**src/rtl/i2c_regport_pkg.sv**
```systemverilog
package i2c_regport_pkg;

  // strobes from the bus controller to the datapath, one cycle each
  typedef struct packed {
    logic shiftRx;   // sample data line into receive shifter
    logic loadPtr;   // load pointer from received byte
    logic wrCommit;  // store received byte at pointer, then advance
    logic loadTx;    // load transmit shifter from pointer location
    logic shiftTx;   // move next transmit bit to the top
    logic incPtr;    // advance pointer after a transmitted byte
    logic snapReq;   // START or STOP seen
  } ctl_strobe_t;

  typedef enum logic [2:0] {
    ST_IDLE,
    ST_ADDR,
    ST_ADDR_ACK,
    ST_WR_DATA,
    ST_WR_ACK,
    ST_RD_DATA,
    ST_RD_ACK,
    ST_IGNORE
  } bus_state_t;

endpackage

```
**src/rtl/i2c_line_sync.sv**
```systemverilog
module i2c_line_sync #(
  parameter int STAGES = 2
) (
  input  logic clk,
  input  logic rstN,
  input  logic sclIn,
  input  logic sdaIn,
  output logic sclS,
  output logic sdaS,
  output logic sclRise,
  output logic sclFall,
  output logic startSeen,
  output logic stopSeen
);

  localparam int LINES = 2;

  logic [LINES-1:0] rawLines;
  logic [LINES-1:0] syncLines;
  logic [LINES-1:0] prevLines;

  assign rawLines = {sdaIn, sclIn};

  for (genvar g = 0; g < LINES; g++) begin : gLine
    logic [STAGES-1:0] chain;
    always_ff @(posedge clk) begin
      if (!rstN) chain <= '1;
      else       chain <= {chain[STAGES-2:0], rawLines[g]};
    end
    assign syncLines[g] = chain[STAGES-1];
  end

  always_ff @(posedge clk) begin
    if (!rstN) prevLines <= '1;
    else       prevLines <= syncLines;
  end

  assign sclS      = syncLines[0];
  assign sdaS      = syncLines[1];
  assign sclRise   = syncLines[0] & ~prevLines[0];
  assign sclFall   = ~syncLines[0] & prevLines[0];
  assign startSeen = syncLines[0] & prevLines[0] & prevLines[1] & ~syncLines[1];
  assign stopSeen  = syncLines[0] & prevLines[0] & ~prevLines[1] & syncLines[1];

endmodule

```
**src/rtl/i2c_link_ctrl.sv**
```systemverilog
module i2c_link_ctrl
  import i2c_regport_pkg::*;
#(
  parameter logic [6:0] DEV_ADDR = 7'b1101000
) (
  input  logic        clk,
  input  logic        rstN,
  input  logic        sdaS,
  input  logic        sclRise,
  input  logic        sclFall,
  input  logic        startSeen,
  input  logic        stopSeen,
  input  logic        pwrValid,
  input  logic [7:0]  rxByte,
  output ctl_strobe_t strb,
  output logic        ackDrive,
  output logic        rdDrive
);

  localparam logic [3:0] BYTE_BITS = 4'd8;

  bus_state_t state;
  logic [3:0] bitCnt;
  logic       rwBit;
  logic       firstByte;
  logic       mstAck;
  logic       byteDone;

  assign byteDone = (bitCnt == BYTE_BITS);

  always_comb begin
    strb         = '0;
    strb.snapReq = startSeen | stopSeen;
    if (!startSeen && !stopSeen) begin
      if (sclRise && !byteDone && (state == ST_ADDR || state == ST_WR_DATA))
        strb.shiftRx = 1'b1;
      if (sclFall) begin
        unique case (state)
          ST_WR_DATA: if (byteDone && pwrValid) begin
            if (firstByte) strb.loadPtr  = 1'b1;
            else           strb.wrCommit = 1'b1;
          end
          ST_ADDR_ACK: if (rwBit && pwrValid) strb.loadTx = 1'b1;
          ST_RD_DATA: begin
            if (byteDone) strb.incPtr  = 1'b1;
            else          strb.shiftTx = 1'b1;
          end
          ST_RD_ACK: if (mstAck && pwrValid) strb.loadTx = 1'b1;
          default: ;
        endcase
      end
    end
  end

  always_ff @(posedge clk) begin
    if (!rstN) begin
      state     <= ST_IDLE;
      bitCnt    <= '0;
      rwBit     <= 1'b0;
      firstByte <= 1'b0;
      mstAck    <= 1'b0;
      ackDrive  <= 1'b0;
      rdDrive   <= 1'b0;
    end else if (startSeen) begin
      state     <= ST_ADDR;
      bitCnt    <= '0;
      firstByte <= 1'b1;
      ackDrive  <= 1'b0;
      rdDrive   <= 1'b0;
    end else if (stopSeen) begin
      state    <= ST_IDLE;
      bitCnt   <= '0;
      ackDrive <= 1'b0;
      rdDrive  <= 1'b0;
    end else if (sclRise) begin
      unique case (state)
        ST_ADDR, ST_WR_DATA, ST_RD_DATA: if (!byteDone) bitCnt <= bitCnt + 1'b1;
        ST_RD_ACK: mstAck <= ~sdaS;
        default: ;
      endcase
    end else if (sclFall) begin
      unique case (state)
        ST_ADDR: if (byteDone) begin
          if (rxByte[7:1] == DEV_ADDR && pwrValid) begin
            state    <= ST_ADDR_ACK;
            ackDrive <= 1'b1;
            rwBit    <= rxByte[0];
          end else begin
            state <= ST_IGNORE;
          end
        end
        ST_ADDR_ACK: begin
          ackDrive <= 1'b0;
          bitCnt   <= '0;
          if (!pwrValid) state <= ST_IGNORE;
          else if (rwBit) begin
            state   <= ST_RD_DATA;
            rdDrive <= 1'b1;
          end else begin
            state <= ST_WR_DATA;
          end
        end
        ST_WR_DATA: if (byteDone) begin
          if (pwrValid) begin
            state     <= ST_WR_ACK;
            ackDrive  <= 1'b1;
            firstByte <= 1'b0;
          end else begin
            state <= ST_IGNORE;
          end
        end
        ST_WR_ACK: begin
          ackDrive <= 1'b0;
          bitCnt   <= '0;
          state    <= ST_WR_DATA;
        end
        ST_RD_DATA: if (byteDone) begin
          rdDrive <= 1'b0;
          state   <= ST_RD_ACK;
        end
        ST_RD_ACK: begin
          bitCnt <= '0;
          if (mstAck && pwrValid) begin
            state   <= ST_RD_DATA;
            rdDrive <= 1'b1;
          end else begin
            state <= ST_IGNORE;
          end
        end
        default: ;
      endcase
    end
  end

endmodule

```
**src/rtl/i2c_reg_datapath.sv**
```systemverilog
module i2c_reg_datapath
  import i2c_regport_pkg::*;
#(
  parameter int         LAST_ADDR  = 16,
  parameter logic [3:0] CHARGE_KEY = 4'b1010,
  localparam int        PTR_W      = $clog2(LAST_ADDR + 1)
) (
  input  logic             clk,
  input  logic             rstN,
  input  ctl_strobe_t      strb,
  input  logic             sdaS,
  input  logic [7:0]       regRdData,
  output logic [7:0]       rxByte,
  output logic             txMsb,
  output logic [PTR_W-1:0] regAddr,
  output logic [7:0]       regWrData,
  output logic             regWrEn,
  output logic             snapStrobe,
  output logic [7:0]       trickleCfg,
  output logic             chargeEn
);

  localparam logic [PTR_W-1:0] LAST_P = PTR_W'(LAST_ADDR);
  localparam logic [7:0]       LAST_B = 8'(LAST_ADDR);

  logic [PTR_W-1:0] ptr;
  logic [PTR_W-1:0] ptrNext;
  logic [7:0]       txShift;
  logic [7:0]       rdByte;
  logic             atLast;
  logic             wrapNow;

  assign atLast  = (ptr == LAST_P);
  assign ptrNext = atLast ? '0 : ptr + 1'b1;
  assign wrapNow = (strb.incPtr | strb.wrCommit) & atLast;
  assign rdByte  = atLast ? trickleCfg : regRdData;

  always_ff @(posedge clk) begin
    if (!rstN) begin
      rxByte     <= '0;
      txShift    <= '0;
      ptr        <= '0;
      trickleCfg <= '0;
    end else begin
      if (strb.shiftRx) rxByte <= {rxByte[6:0], sdaS};
      if (strb.loadPtr)
        ptr <= (rxByte > LAST_B) ? '0 : rxByte[PTR_W-1:0];
      else if (strb.wrCommit || strb.incPtr)
        ptr <= ptrNext;
      if (strb.wrCommit && atLast)
        trickleCfg <= (rxByte[7:4] == CHARGE_KEY) ? rxByte : 8'h00;
      if (strb.loadTx)       txShift <= rdByte;
      else if (strb.shiftTx) txShift <= {txShift[6:0], 1'b0};
    end
  end

  assign txMsb      = txShift[7];
  assign regAddr    = ptr;
  assign regWrData  = rxByte;
  assign regWrEn    = strb.wrCommit & ~atLast;
  assign snapStrobe = strb.snapReq | wrapNow;
  assign chargeEn   = (trickleCfg[7:4] == CHARGE_KEY);

endmodule

```
**src/rtl/i2c_regport.sv**
```systemverilog
module i2c_regport
  import i2c_regport_pkg::*;
#(
  parameter logic [6:0] DEV_ADDR    = 7'b1101000,
  parameter int         LAST_ADDR   = 16,
  parameter int         SYNC_STAGES = 2,
  localparam int        PTR_W       = $clog2(LAST_ADDR + 1)
) (
  input  logic             clk,
  input  logic             rstN,
  input  logic             sclIn,
  input  logic             sdaIn,
  input  logic             pwrValid,
  output logic             sdaOe,
  output logic [PTR_W-1:0] regAddr,
  output logic [7:0]       regWrData,
  output logic             regWrEn,
  input  logic [7:0]       regRdData,
  output logic             snapStrobe,
  output logic [7:0]       trickleCfg,
  output logic             chargeEn
);

  ctl_strobe_t strb;
  logic sclS, sdaS, sclRise, sclFall, startSeen, stopSeen;
  logic ackDrive, rdDrive, txMsb;
  logic [7:0] rxByte;

  i2c_line_sync #(.STAGES(SYNC_STAGES)) u_sync (
    .clk(clk), .rstN(rstN), .sclIn(sclIn), .sdaIn(sdaIn),
    .sclS(sclS), .sdaS(sdaS), .sclRise(sclRise), .sclFall(sclFall),
    .startSeen(startSeen), .stopSeen(stopSeen)
  );

  i2c_link_ctrl #(.DEV_ADDR(DEV_ADDR)) u_ctrl (
    .clk(clk), .rstN(rstN), .sdaS(sdaS), .sclRise(sclRise), .sclFall(sclFall),
    .startSeen(startSeen), .stopSeen(stopSeen), .pwrValid(pwrValid),
    .rxByte(rxByte), .strb(strb), .ackDrive(ackDrive), .rdDrive(rdDrive)
  );

  i2c_reg_datapath #(.LAST_ADDR(LAST_ADDR)) u_dp (
    .clk(clk), .rstN(rstN), .strb(strb), .sdaS(sdaS), .regRdData(regRdData),
    .rxByte(rxByte), .txMsb(txMsb), .regAddr(regAddr), .regWrData(regWrData),
    .regWrEn(regWrEn), .snapStrobe(snapStrobe), .trickleCfg(trickleCfg),
    .chargeEn(chargeEn)
  );

  // open-drain pull: acknowledge slot or a zero data bit, never unpowered
  assign sdaOe = pwrValid & (ackDrive | (rdDrive & ~txMsb));

  logic unusedScl;
  assign unusedScl = sclS;

endmodule

```
**config.mk**
```make
export PLATFORM = sky130hd
export DESIGN_NAME = i2c_regport
export DESIGN_NICKNAME = d
export VERILOG_FILES = /design/src/rtl/i2c_regport_pkg.sv /design/src/rtl/i2c_line_sync.sv /design/src/rtl/i2c_link_ctrl.sv /design/src/rtl/i2c_reg_datapath.sv /design/src/rtl/i2c_regport.sv
export SDC_FILE = /design/constraint.sdc
export NUM_CORES = 1
export LEC_CHECK = 0
export ABC_CLOCK_PERIOD_IN_PS = 2200
export BUFFER_PORTS_ARGS = -buffer_cell sky130_fd_sc_hd__buf_2
export CORE_MARGIN = 2
export CORE_UTILIZATION = 25
export DETAILED_ROUTE_END_ITERATION = 10
export GPL_ROUTABILITY_DRIVEN = 0
export PLACE_DENSITY_LB_ADDON = 0.08
export SYNTH_ARGS = -nofsm -noshare
export SYNTH_HDL_FRONTEND = slang
export SYNTH_SLANG_ARGS = --single-unit
```
**constraint.sdc**
```tcl
create_clock -name clk -period 2.2 [get_ports clk]
set_input_delay 0.11 -clock clk [delete_from_list [all_inputs] [get_ports clk]]
set_output_delay 0.11 -clock clk [all_outputs]
set_load 0.01 [all_outputs]
```
# Word-level counts from Yosys, hierarchy flattened
# Cells that the tools add are included.
[classes]
bitwise_logic = 25
reduce_logical = 38
n_mul = 0
n_eq_ne = 27
n_div = 0
n_lt_le_gt_ge = 1
add_sub_neg = 2
n_mux = 56
shifts = 0
[op_table]
columns = ["cell", "count"]
rows = [
  ["$mux W8", 4],
  ["$mux W1", 26],
  ["$mux W5", 5],
  ["$reduce_and A7 Y1", 3],
  ["$mux W4", 5],
  ["$mux W3", 6],
  ["$pmux W3 S6", 1],
  ["$reduce_and A6 Y1", 3],
  ["$reduce_bool A2 Y1", 8],
  ["$eq A4 B4 Y1 const B", 3],
  ["$ne A2 B1 Y1 const B", 6],
  ["$ne A2 B2 Y1 const B", 6],
  ["$ne A4 B1 Y1 const B", 3],
  ["$and A1 B1 Y1", 11],
  ["$mux W2", 5],
  ["$not A1 Y1", 10],
  ["$eq A3 B3 Y1 const B", 3],
  ["$reduce_bool A3 Y1", 3],
  ["$reduce_or A3 Y1", 3],
  ["$gt A8 B5 Y1 const B", 1],
  ["$logic_and A1 B1 Y1", 8],
  ["$reduce_and A4 Y1", 2],
  ["$reduce_bool A8 Y1", 1],
  ["$eq A7 B7 Y1 const B", 1],
  ["14 further kinds", 22],
]
[word_totals]
romBits = 0
regBits = 47
ramBits = 0
latch_bits = 0
wordCells = 164
in_bits = 13
mem_count = 0

# Logic depth before layout (Yosys ltp)
[logic_depth]
ltp_word = 9
depth_mapped = 8
mapped_depth_nobuf = 6

# By module
# From an unflattened synthesis, not the netlist that was laid out.
[hier_totals]
cells_unflattened = 299
hier_area_um2 = 2561.2
[by_module_without_submodules]
columns = ["module", "n_inst", "cells_per_inst", "area_per_inst_um2"]
rows = [
  ["i2c_reg_datapath", 1, 169, 1492.7],
  ["i2c_link_ctrl", 1, 112, 857.1],
  ["i2c_line_sync", 1, 16, 190.2],
  ["i2c_regport", 1, 2, 21.3],
]

# Worst setup path after synthesis
# OpenSTA, ideal clock, no wires.
[synth_path]
kind = "register to register"
startpoint = "register u_ctrl.bitCnt[0]"
endpoint = "register u_dp.txShift[5]"
setup_ns = 0.115
period_less_slack_ns = 1.927
slack_ns = 0.273
arrival_ns = 1.813
path_stages_with_launch = 9
path_buffers = 2
path_cell_list = "dfxtp_1 inv_1 ha_1 and3b_1 buf_6 nor3_1 buf_2 mux2_2 o21a_1"
[synth_between]
elab_chain_len = 6
[synth_lines]
columns = ["element", "line_no", "rtl"]
rows = [
  ["from (decl)", "i2c_link_ctrl.sv:23", "logic [3:0] bitCnt;"],
  ["from (signal assigned)", "i2c_link_ctrl.sv:77", "ST_ADDR, ST_WR_DATA, ST_RD_DATA: if (!byteDone) bitCnt <= bitCnt + 1'b1;"],
  ["$eq A4 B4 Y1", "i2c_link_ctrl.sv:29", "assign byteDone = (bitCnt == BYTE_BITS);"],
  ["$mux W1", "i2c_link_ctrl.sv:45", "if (byteDone) strb.incPtr = 1'b1;"],
  ["$mux W2", "i2c_link_ctrl.sv:38", "unique case (state)"],
  ["$mux W5", "i2c_link_ctrl.sv:37", "if (sclFall) begin"],
  ["$mux W6", "i2c_link_ctrl.sv:34", "if (!startSeen && !stopSeen) begin"],
  ["$reduce_bool A2 Y1 (no line)", "n/a", ""],
  ["to (signal assigned)", "i2c_reg_datapath.sv:52", "if (strb.loadTx) txShift <= rdByte;"],
  ["to (signal assigned)", "i2c_reg_datapath.sv:53", "else if (strb.shiftTx) txShift <= {txShift[6:0], 1'b0};"],
  ["to (decl)", "i2c_reg_datapath.sv:28", "logic [7:0] txShift;"],
]
# Every way passes these cells.
# A chain may end at the register's enable or synchronous reset.

# Worst setup path after layout
[layout_path]
startpoint = "register u_ctrl.bitCnt[0]"
endpoint = "output snapStrobe"
[layout_between]
elab_chain_len = 9
[layout_lines]
columns = ["element", "line_no", "rtl"]
rows = [
  ["$eq A4 B4 Y1 (*)", "i2c_link_ctrl.sv:29", ""],
  ["$logic_and A1 B1 Y1", "i2c_link_ctrl.sv:39", "ST_WR_DATA: if (byteDone && pwrValid) begin"],
  ["$mux W2", "i2c_link_ctrl.sv:39", ""],
  ["$mux W2", "i2c_link_ctrl.sv:38", ""],
  ["$mux W5 (*)", "i2c_link_ctrl.sv:37", ""],
  ["$mux W6 (*)", "i2c_link_ctrl.sv:34", ""],
  ["$or A1 B1 Y1 (*)", "i2c_reg_datapath.sv:35", "assign wrapNow = (strb.incPtr | strb.wrCommit) & atLast;"],
  ["$and A1 B1 Y1 (*)", "i2c_reg_datapath.sv:35", ""],
  ["$or A1 B1 Y1 (*)", "i2c_reg_datapath.sv:61", "assign snapStrobe = strb.snapReq | wrapNow;"],
  ["to (decl)", "i2c_regport.sv:19", "output logic snapStrobe,"],
]
# Every way passes the cells marked *; elsewhere a longest branch is shown, timed or not.

==> metrics.md <==
| Metric | Value |
|---|---|
| Leakage | `around 1.2 nW` |
| Mean number of vias per cell | `4.77` |
| Worst R2R End | `u_dp.txShift[1]$_SDFFE_PN0P_` |
| DRT Pass-1 Iters | `4` |
| Antenna violations before repair | `0` |
| Clock Path Buffers | `2` |
| # diodes | `0` |
| Final hold viol count | `0` |
| Relative max-transition margin | `between 60% and 70%` |
| Synthesis-to-layout area growth | `20.6%` |
| Largest net degree at the start of global routing | `22` |
| Layout Skew | `0.00634 ns` |
| Core Region | `9860 um^2` |
| Post-route insts no fill | `466` |
| Root buffer cell | `clkbuf_8` |
| Clk sinks | `47` |
| Critical Path, Cell by Cell | `inv_1, ha_1, nand3b_1, buf_4, nor2_1, nand3_1, nand2_1, buf_2` |
| Total power draw | `0.00163 W` |
| Global-route wire length before repair | `11800 um` |
| GRT overflow | `0` |
| H-tree levels | `2` |
| Outcome | `finished clean` |
| Post-Syn Instances | `285` |
| Count leader, synth | `dfxtp_1` |
| Max Fclk | `498 MHz` |
| Sequential fraction of the synthesis area | `36.8%` |
| DRC violation total after the first TritonRoute iteration | `109` |
| Initial core utilization | `roughly 26%` |
| Slowest CP cell | `dfxtp_1` |
| Final setup viols | `0` |
| Startpoint Class | `flop` |
| Fin. max-slew vios | `0` |
| Post-layout util | `about 31%` |
| Worst skew pair latency | `roughly 0.29 ns` |
| Number of enable flip-flop cells after synthesis | `0` |
| Worst-margin pin slew | `approximately 0.54 ns` |
| Vias in the first global route | `2129` |
| Worst EP required | `2.09 ns` |
| Power per cell area | `530 nW/um^2` |
| Reg2reg path depth | `7` |
| CP Max Fanout | `6` |
| Multi-input combinational cell area | `1490 um^2` |
| Die area | `11000 um^2` |
| Register Area | `941 um^2` |
| RSZ-0062 raised after global routing | `no` |
| Hold Crit Class | `in2reg` |
| WP data arrival | `1.90 ns` |
| Hold Path Depth | `2` |
| Synthesized area | `2560 um^2` |
| DIE HEIGHT | `roughly 110 um` |
| Share of cells above drive strength 1 | `23.1%` |
| Setup TNS | `0 ns` |
| CTS tree | `yes` |
| WL/cell | `approximately 15 um` |
| Max-cap violations | `0` |
| Async SR Flop Fraction | `0%` |
| Synthesized Nets | `302` |
| Crit Path Class | `reg2out` |
| Bufs and invs on worst path | `3` |
| Ys flop type | `dfxtp_1` |
| Aggregate global-route resource usage | `a little over an eighth` |
| Total number of vias | `2225` |
| Slowest Stage Delay on Critical Path | `~0.35 ns` |
| Die W | `roughly 110 um` |
| Synthesized flop and latch total | `47` |
| Leading area contributor after synthesis | `dfxtp_1` |
| IO Pins | `38` |
| Synth unique cells | `51` |
| Peak supply drop | `~0.22 mV` |
| Post-Place Cells | `456` |
| HPWL Detailed | `5170 um` |
| Area contributors post-synth | `dfxtp_1 (37%), mux2i_1 (8.2%), nand2_1 (3.5%)` |
| Clk slew on worst S/H paths | `0.09 ns` |
| Reg2Reg Setup Slack | `0.23 ns` |
| Fill cells | `1046` |
| Nets | `349` |
| Hold EP | `u_sync.gLine[0].chain[1]$_SDFF_PN1_` |
| RR Startpoint | `u_ctrl.bitCnt[0]$_SDFFE_PP0P_` |
| Post-CTS Setup Repair Bufs | `0` |
| WL final | `7030 um` |
| Hold Crit Start | `rstN` |
| Crit. End Element | `output port` |
| Crit path max-delay family | `simple AND/OR/NAND/NOR gates` |
| Hold WS | `0.0915 ns` |
| Period minus WS final | `2.01 ns` |
| PortBufs | `37` |
| Synth warn | `0` |
| Top cells by count, synth | `dfxtp_1 (47), nand2_1 (24), mux2i_1 (21)` |
| Tcrit/Tclk final | `91.3%` |
| Top-area cell type share of the netlist area | `36.8%` |
| Site row count | `36` |
| Mean Syn Cell Area | `8.97 um^2` |
| Antenna Nets Post-Route | `0` |
| CTS Buf Count | `5` |
| Residual DRC | `0` |
layout make-up:
| cell class | count | area share [%] |
|---|---|---|
| sequential | 47 | 30.5 |
| clock inverter | 2 | 1.14 |
| clock buffer | 6 | 2.68 |
| timing repair buffer | 56 | 10.8 |
| inverter | 8 | 0.974 |
| tap | 133 | 5.40 |
| multi-input combinational | 214 | 48.5 |
cells by family after synthesis:
| logic type | count (synthesis) | synth area share [%] |
|---|---|---|
| mux | 29 | 11.7 |
| fa+ha+maj | 4 | 1.96 |
| compound gates | 54 | 14.1 |
| buf+inv | 24 | 4.80 |
| simple gates | 123 | 29.2 |
| xor+xnor | 4 | 1.37 |
| flops | 47 | 36.8 |
per-stage QoR:
step           instance area [um^2]  setup slack (ns)
3_5_place_dp                   2940             0.153
3_3_place_gp                   2940             0.174
2_1_floorplan                  2560             0.273
6_report                       3080             0.192
5_1_grt                        3080            0.0212
4_1_cts                        3080            0.0700
repair_timing:
action	4_1_cts	5_1_grt
hold buffers	2	0
endpoints found under the setup margin	0	1
resized for setup	0	1
endpoints found under the hold margin	2	0
how the worst max path moves through the flow:
stage | start | to | cells past startpoint
2_1_floorplan | u_ctrl.bitCnt[0]$_SDFFE_PP0P_ | u_dp.txShift[5]$_SDFFE_PN0P_ | 8
3_5_place_dp | u_ctrl.bitCnt[0]$_SDFFE_PP0P_ | u_dp.trickleCfg[4]$_SDFFE_PN0P_ | 6
3_3_place_gp | u_ctrl.bitCnt[0]$_SDFFE_PP0P_ | u_dp.trickleCfg[6]$_SDFFE_PN0P_ | 6
5_1_grt | u_ctrl.bitCnt[0]$_SDFFE_PP0P_ | snapStrobe | 8
4_1_cts | u_ctrl.bitCnt[0]$_SDFFE_PP0P_ | regWrEn | 7
6_report | u_ctrl.bitCnt[0]$_SDFFE_PP0P_ | snapStrobe | 8
layer usage:
metal / GRT usage [%] / wire [um]
met5: 0 / 0
met4: 3.14 / 36
met3: 2.37 / 293
met2: 19.6 / 2910
met1: 19.9 / 3790
flip-flops by register name, summed over array words and instances (netlist names), 2 cells and up:
register	count
u_sync.prevLines	2
u_dp.txShift	8
u_sync.gLine.chain	4
u_ctrl.state	3
u_dp.regWrData	8
u_dp.regAddr	5
u_dp.trickleCfg	8
u_ctrl.bitCnt	4
power by group:
group,internal (W),switching (W)
clock network,0.000368,0.000305
registers,0.000858,0.0000100
logic,0.0000378,0.0000552
worst register-to-register path, cell delays in order (launching register included):
cell and delay (ns):
dfxtp_1 0.39, inv_1 0.08, ha_1 0.20, and3b_2 0.28
nor3_1 0.21, buf_4 0.22, mux2_2 0.35, o21a_1 0.16
cell usage in the layout, fill, tap and decap left out, types with 2 or more instances in the layout:
cell           count
dfxtp_1           47
buf_2             37
nand2_1           24
mux2i_1           21
buf_4             17
nor2_1            16
a21oi_1           13
nand3_1           11
nand4_1           10
o21a_1             9
o21ai_0            9
inv_1              8
nor3_1             8
nand2b_1           8
mux2_2             7
nor3b_1            7
clkbuf_8           6
nor2b_1            5
nand3b_1           5
xor2_1             4
or3_1              4
a22o_1             4
ha_1               4
and2_1             3
o22ai_1            3
a31oi_1            3
and3_1             3
and4b_1            2
nor4bb_1           2
and4_1             2
o31ai_1            2
nor4_1             2
a21boi_0           2
a221oi_1           2
or4_1              2
a311oi_1           2
dlygate4sd3_1      2
No activity file was read; power rests on OpenSTA's default activity.
